[config.mk]
export PLATFORM = sky130hd
export DESIGN_NAME = fill_engine
export DESIGN_NICKNAME = d
export VERILOG_FILES = /design/src/rtl/fill_pkg.sv /design/src/rtl/fill_color_pack.sv /design/src/rtl/fill_geom.sv /design/src/rtl/fill_walker.sv /design/src/rtl/fill_engine.sv
export SDC_FILE = /design/constraint.sdc
export NUM_CORES = 1
export LEC_CHECK = 0
export ABC_AREA = 1
export BUFFER_PORTS_ARGS = -buffer_cell sky130_fd_sc_hd__buf_2
export CAP_MARGIN = 20
export CORE_ASPECT_RATIO = 0.75
export CORE_MARGIN = 1
export CORE_UTILIZATION = 52
export DETAILED_ROUTE_END_ITERATION = 8
export GPL_TIMING_DRIVEN = 0
export PLACE_DENSITY = 0.76
export SLEW_MARGIN = 10
export SYNTH_ARGS = -nofsm -noshare
export SYNTH_HDL_FRONTEND = slang
export SYNTH_SLANG_ARGS = --single-unit
[constraint.sdc]
create_clock -name clk -period 4.1 [get_ports clk]
set_input_delay 0.41 -clock clk [delete_from_list [all_inputs] [get_ports clk]]
set_output_delay 0.41 -clock clk [all_outputs]
set_load 0.02 [all_outputs]
[src/rtl/fill_pkg.sv]
package fill_pkg;
  localparam int WORD_W  = 32;
  localparam int COLOR_W = 24;

  typedef enum logic [1:0] {
    ST_IDLE = 2'd0,
    ST_FILL = 2'd1,
    ST_DONE = 2'd2
  } fill_state_e;
endpackage

[src/rtl/fill_color_pack.sv]
module fill_color_pack #(
  parameter int CH_IN  = 8,
  parameter int CH_OUT = 5,
  parameter int NCH    = 3,
  localparam int IN_W  = CH_IN * NCH,
  localparam int OUT_W = CH_OUT * NCH + 1
) (
  input  logic [IN_W-1:0]  color_in,
  output logic [OUT_W-1:0] pixel_out
);
  localparam int DROP = CH_IN - CH_OUT;

  logic [CH_OUT*NCH-1:0] packed_ch;

  for (genvar c = 0; c < NCH; c++) begin : g_chan
    logic [CH_IN-1:0] chan;
    assign chan = color_in[c*CH_IN +: CH_IN];
    assign packed_ch[c*CH_OUT +: CH_OUT] = CH_OUT'(chan >> DROP);
  end

  assign pixel_out = {1'b0, packed_ch};
endmodule

[src/rtl/fill_geom.sv]
module fill_geom #(
  parameter int TILE_LG = 4,
  parameter int LEN_W   = 16,
  localparam int TILE   = 1 << TILE_LG
) (
  input  logic [2*LEN_W-1:0] corner,
  input  logic [2*LEN_W-1:0] size,
  output logic [LEN_W-1:0]   x0,
  output logic [LEN_W-1:0]   y0,
  output logic [LEN_W:0]     cols,
  output logic [LEN_W-1:0]   rows,
  output logic               empty
);
  localparam logic [LEN_W-1:0] XMASK = ~LEN_W'(TILE - 1);
  localparam logic [LEN_W:0]   CMASK = ~(LEN_W+1)'(TILE - 1);

  logic [LEN_W-1:0] width;

  assign width = size[LEN_W-1:0];
  assign rows  = size[2*LEN_W-1:LEN_W];
  assign x0    = corner[LEN_W-1:0] & XMASK;
  assign y0    = corner[2*LEN_W-1:LEN_W];
  assign cols  = ({1'b0, width} + (LEN_W+1)'(TILE - 1)) & CMASK;
  assign empty = (width == '0) || (rows == '0);
endmodule

[src/rtl/fill_walker.sv]
module fill_walker #(
  parameter int XW    = 10,
  parameter int YW    = 9,
  parameter int LEN_W = 16
) (
  input  logic             clk,
  input  logic             rst_n,
  input  logic             start,
  input  logic [LEN_W-1:0] x0,
  input  logic [LEN_W-1:0] y0,
  input  logic [LEN_W:0]   cols,
  input  logic [LEN_W-1:0] rows,
  input  logic             step,
  output logic [XW-1:0]    pos_x,
  output logic [YW-1:0]    pos_y,
  output logic             last
);
  logic [LEN_W-1:0] base_x, base_y;
  logic [LEN_W:0]   col, col_end;
  logic [LEN_W-1:0] row, row_end;
  logic             row_done;

  assign row_done = (col == col_end);
  assign last     = row_done && (row == row_end);
  assign pos_x    = XW'(base_x + col[LEN_W-1:0]);
  assign pos_y    = YW'(base_y + row);

  always_ff @(posedge clk or negedge rst_n) begin
    if (!rst_n) begin
      base_x  <= '0;
      base_y  <= '0;
      col     <= '0;
      row     <= '0;
      col_end <= '0;
      row_end <= '0;
    end else if (start) begin
      base_x  <= x0;
      base_y  <= y0;
      col     <= '0;
      row     <= '0;
      col_end <= cols - 1'b1;
      row_end <= rows - 1'b1;
    end else if (step) begin
      if (row_done) begin
        col <= '0;
        row <= row + 1'b1;
      end else begin
        col <= col + 1'b1;
      end
    end
  end
endmodule

[src/rtl/fill_engine.sv]
module fill_engine #(
  parameter int XW      = 10,
  parameter int YW      = 9,
  parameter int TILE_LG = 4,
  parameter int CH_IN   = 8,
  parameter int CH_OUT  = 5,
  localparam int LEN_W  = fill_pkg::WORD_W / 2,
  localparam int PIX_W  = 3 * CH_OUT + 1
) (
  input  logic                  clk,
  input  logic                  rst_n,
  input  logic                  cmd_valid,
  output logic                  cmd_ready,
  input  logic [3*CH_IN-1:0]    cmd_color,
  input  logic [2*LEN_W-1:0]    cmd_corner,
  input  logic [2*LEN_W-1:0]    cmd_size,
  output logic                  wr_valid,
  input  logic                  wr_ready,
  output logic [XW-1:0]         wr_x,
  output logic [YW-1:0]         wr_y,
  output logic [PIX_W-1:0]      wr_data,
  output logic                  busy,
  output logic                  done
);
  import fill_pkg::*;

  fill_state_e state_q, state_d;
  logic [PIX_W-1:0] pixel_c, pixel_q;
  logic [LEN_W-1:0] g_x0, g_y0, g_rows;
  logic [LEN_W:0]   g_cols;
  logic             g_empty;
  logic             cmd_fire, wr_fire, last_px;

  assign busy      = (state_q == ST_FILL);
  assign done      = (state_q == ST_DONE);
  assign cmd_ready = !busy;
  assign wr_valid  = busy;
  assign wr_data   = pixel_q;
  assign cmd_fire  = cmd_valid && cmd_ready;
  assign wr_fire   = wr_valid && wr_ready;

  fill_color_pack #(.CH_IN(CH_IN), .CH_OUT(CH_OUT), .NCH(3)) u_pack (
    .color_in (cmd_color),
    .pixel_out(pixel_c)
  );

  fill_geom #(.TILE_LG(TILE_LG), .LEN_W(LEN_W)) u_geom (
    .corner(cmd_corner),
    .size  (cmd_size),
    .x0    (g_x0),
    .y0    (g_y0),
    .cols  (g_cols),
    .rows  (g_rows),
    .empty (g_empty)
  );

  fill_walker #(.XW(XW), .YW(YW), .LEN_W(LEN_W)) u_walk (
    .clk  (clk),
    .rst_n(rst_n),
    .start(cmd_fire),
    .x0   (g_x0),
    .y0   (g_y0),
    .cols (g_cols),
    .rows (g_rows),
    .step (wr_fire),
    .pos_x(wr_x),
    .pos_y(wr_y),
    .last (last_px)
  );

  always_comb begin
    state_d = state_q;
    unique case (state_q)
      ST_FILL: if (wr_fire && last_px) state_d = ST_DONE;
      default: begin
        if (cmd_fire) state_d = g_empty ? ST_DONE : ST_FILL;
        else          state_d = ST_IDLE;
      end
    endcase
  end

  always_ff @(posedge clk or negedge rst_n) begin
    if (!rst_n) begin
      state_q <= ST_IDLE;
      pixel_q <= '0;
    end else begin
      state_q <= state_d;
      if (cmd_fire) pixel_q <= pixel_c;
    end
  end
endmodule

==> flow_metrics.env <==
export IMPL_p_per_area_mw_per_mm2=379
export IMPL_vias_per_cell=5.22
export IMPL_cts_tree="done"
export IMPL_io_pin_count=131
export IMPL_row_count=34
export IMPL_cp_max_fo=8
export IMPL_overflow=0
export IMPL_htreeDepth=3
export IMPL_relSlewSlack_pct=49.4
export IMPL_io_buffers=103
export IMPL_final_util_pct=62.6
export IMPL_synth_area_sq_mm=0.00625
export IMPL_ys_flop_type="dfrtp_1"
export IMPL_place_area_sq_mm=0.00700
export IMPL_drt_total_wl_microns=15800
export IMPL_synth_top_cells_by_count="nand2_1 (260), dfrtp_1 (95), inv_1 (80), nor2_1 (77), nand3_1 (53)"
export IMPL_fin_crit_sh_pct=72.1
export IMPL_hp_class="input pin to async pin"
export IMPL_n_antenna_cell=0
export IMPL_insertion_delay_ns=0.35
export IMPL_ant_nets=0
export IMPL_synthTopCellsByArea="dfrtp_1 (38%), nand2_1 (16%), xor2_1 (6.7%), inv_1 (4.8%), nor2_1 (4.6%)"
export IMPL_synthArstFlopShare_pct=100
export IMPL_netlist_instances=845
export IMPL_fin_crit_ns=2.96
export IMPL_drc=0
export IMPL_r2r_start="state_q[1]"
export IMPL_post_cts_buffers=0
export IMPL_start_util_pct=53.7
export IMPL_die_h_microns=97.0
export IMPL_setup_viol=0
export IMPL_grt_max_degree=57
export IMPL_outcome="finished, final reports clean"
export IMPL_yosysTopAreaCellShare_pct=38.0
export IMPL_cts_buffers=9
export IMPL_clockBufferDepth=2
export IMPL_wire_per_inst_microns=14.0
export IMPL_drt_pass1_iterations=5
export IMPL_cts_resized=0
export IMPL_crit_type="flop to output port"
export IMPL_core_area_sq_mm=0.0117
export IMPL_ys_types=46
export IMPL_fmax_ghz=0.338
export IMPL_finalInstanceArea_sq_mm=0.00730
export IMPL_synth_fp_nets=956
export IMPL_globalplace_congestion=0.915
export IMPL_grt_usage_pct=27.3
export IMPL_worstSetupStartpoint="u_walk.row[0]"
export IMPL_critPathSlowestCell="dfrtp_1"
export IMPL_final_layout_size_suffix_gt1_share_pct=17.8
export IMPL_first_iter_violations=403
export IMPL_first_global_vias=5324
export IMPL_root_buffer="clkbuf_16"
export IMPL_seq_area_frac_synth_pct=38.0
export IMPL_yosysMostFrequentCell="nand2_1"
export IMPL_rsz0062_at_grt="no"
export IMPL_die_width_microns=129
export IMPL_finalHoldViolations=0
export IMPL_required_ns=3.69
export IMPL_area_growth_pct=16.7
export IMPL_ctsHoldBuffers=0
export IMPL_yosysTopAreaCell="dfrtp_1"
export IMPL_die_area_sq_mm=0.0125
export IMPL_grt_pass1_wl_microns=26500
export IMPL_num_vias=5887
export IMPL_clock_skew_ns=0.00541
export IMPL_slew_viol_final=0
export IMPL_peakVddDrop_v=0.000232
export IMPL_avgSynthCellArea_sq_um=7.40
export IMPL_cts_sinks=95
export IMPL_fin_setup_tns_ns=0
export IMPL_worstMarginPinSlew_ns=0.759
export IMPL_cp_start_kind="flop"
export IMPL_critPathMaxStageDelay_ns=0.53
export IMPL_power_leakage_uw=0.00386
export IMPL_antenna_found_initial=0
export IMPL_arrival_ns=2.55
export IMPL_cap_viol_max_count=0
export IMPL_path_cells="ha_1 > inv_1 > fa_1 > o21ai_0 > nand4_1 > o211ai_1 > xor2_1 > buf_2"
export IMPL_ys_seq_elements=95
export IMPL_path_clk_slew_ns=0.07
export IMPL_synth_edf_count=0
export IMPL_dp_hpwl_microns=12200
export IMPL_crit_path_end_kind="output port"
export IMPL_yosysWarnings=0
export IMPL_fin_nets=1071
[layer usage]
metal | GRT usage (%) | vias to the layer above | part of all wire (%)
li1 | - | 2937 | -
met1 | 41.9 | 2724 | 51
met2 | 39.3 | 211 | 41
met3 | 5.14 | 15 | 6.6
met4 | 6.15 | 0 | 1.1
met5 | 0 | - | 0
[final timing paths]
path,end,slack (ns),cells past startpoint
setup reg to reg,u_walk.col_end[16],1.93,7
max in group asynchronous,u_walk.base_y[0],3.41,2
setup / recovery,wr_y[8],1.14,8
hold reg to reg,wr_data[5],0.47,2
min in group clk,wr_data[11],0.25,3
hold / removal,u_walk.base_x[9],0.04,1
[stage by stage]
stage                     setup slack, ns  std cells  total power, uW  hold slack [ns]
after detailed placement             1.53       1111             1930            0.427
after global placement               1.55       1110             1920            0.457
after CTS                            1.16       1127             2780           0.0575
after floorplan                      1.78        845             1680            0.114
final                                1.14       1127             2770           0.0361
after global routing                 1.03       1127             2930           0.0810
[report_power, final]
part           total, uW  leakage [uW]  internal, uW  switching, uW
logic                753       0.00247           294            459
registers           1170       0.00125          1020            154
clock network        842      0.000142           473            369
[sequential cells by signal, summed over array words and instances, names as in the netlist]
register,count
u_walk.row,16
u_walk.col,17
u_walk.col_end,14
state_q,2
u_walk.base_x,6
u_walk.base_y,9
wr_data,15
u_walk.row_end,16
[worst max-delay path, delay by kind of cell, from the launching register on]
kind	cells	cell delay, ns
xor gates and xnor gates	1	0.17
buffers and inverters	2	0.24
DFF	1	0.53
adders and majority gates	2	0.63
and+or+nand+nor	1	0.13
AOI/OAI and AO/OA	2	0.49
[cell type report]
class	instances	area, sq um
plain buffers	32	173
well taps	162	203
clock inverters	7	72.6
multi-input cells	636	3400
inverters	82	308
fillers	1107	4360
flip-flops and latches	95	2380
repair buffers	104	546
clock buffers	9	225
[cells in the final DEF, fill, tap and decap left out, types with 12 or more instances in the layout]
| cell | count |
|---|---|
| a21oi_1 | 18 |
| buf_2 | 108 |
| dfrtp_1 | 95 |
| ha_1 | 17 |
| inv_1 | 80 |
| nand2_1 | 260 |
| nand2_2 | 12 |
| nand3_1 | 53 |
| nand4_1 | 15 |
| nor2_1 | 77 |
| nor3_1 | 14 |
| o21ai_0 | 30 |
| xnor2_1 | 17 |
| xor2_1 | 48 |
[cells by family (layout without fill, tap and decap cells)]
| logic type | count (synthesis) | after routing | synth area share (%) |
|---|---|---|---|
| xor gates and xnor gates | 65 | 65 | 9.10 |
| DFF | 95 | 95 | 38.0 |
| other | 1 | 1 | 0.0600 |
| AOI/OAI and AO/OA | 84 | 84 | 7.88 |
| buffers and inverters | 114 | 234 | 7.68 |
| and+or+nand+nor | 467 | 467 | 33.2 |
| adders and majority gates | 19 | 19 | 4.04 |
No activity file was read; power rests on OpenSTA's default activity.
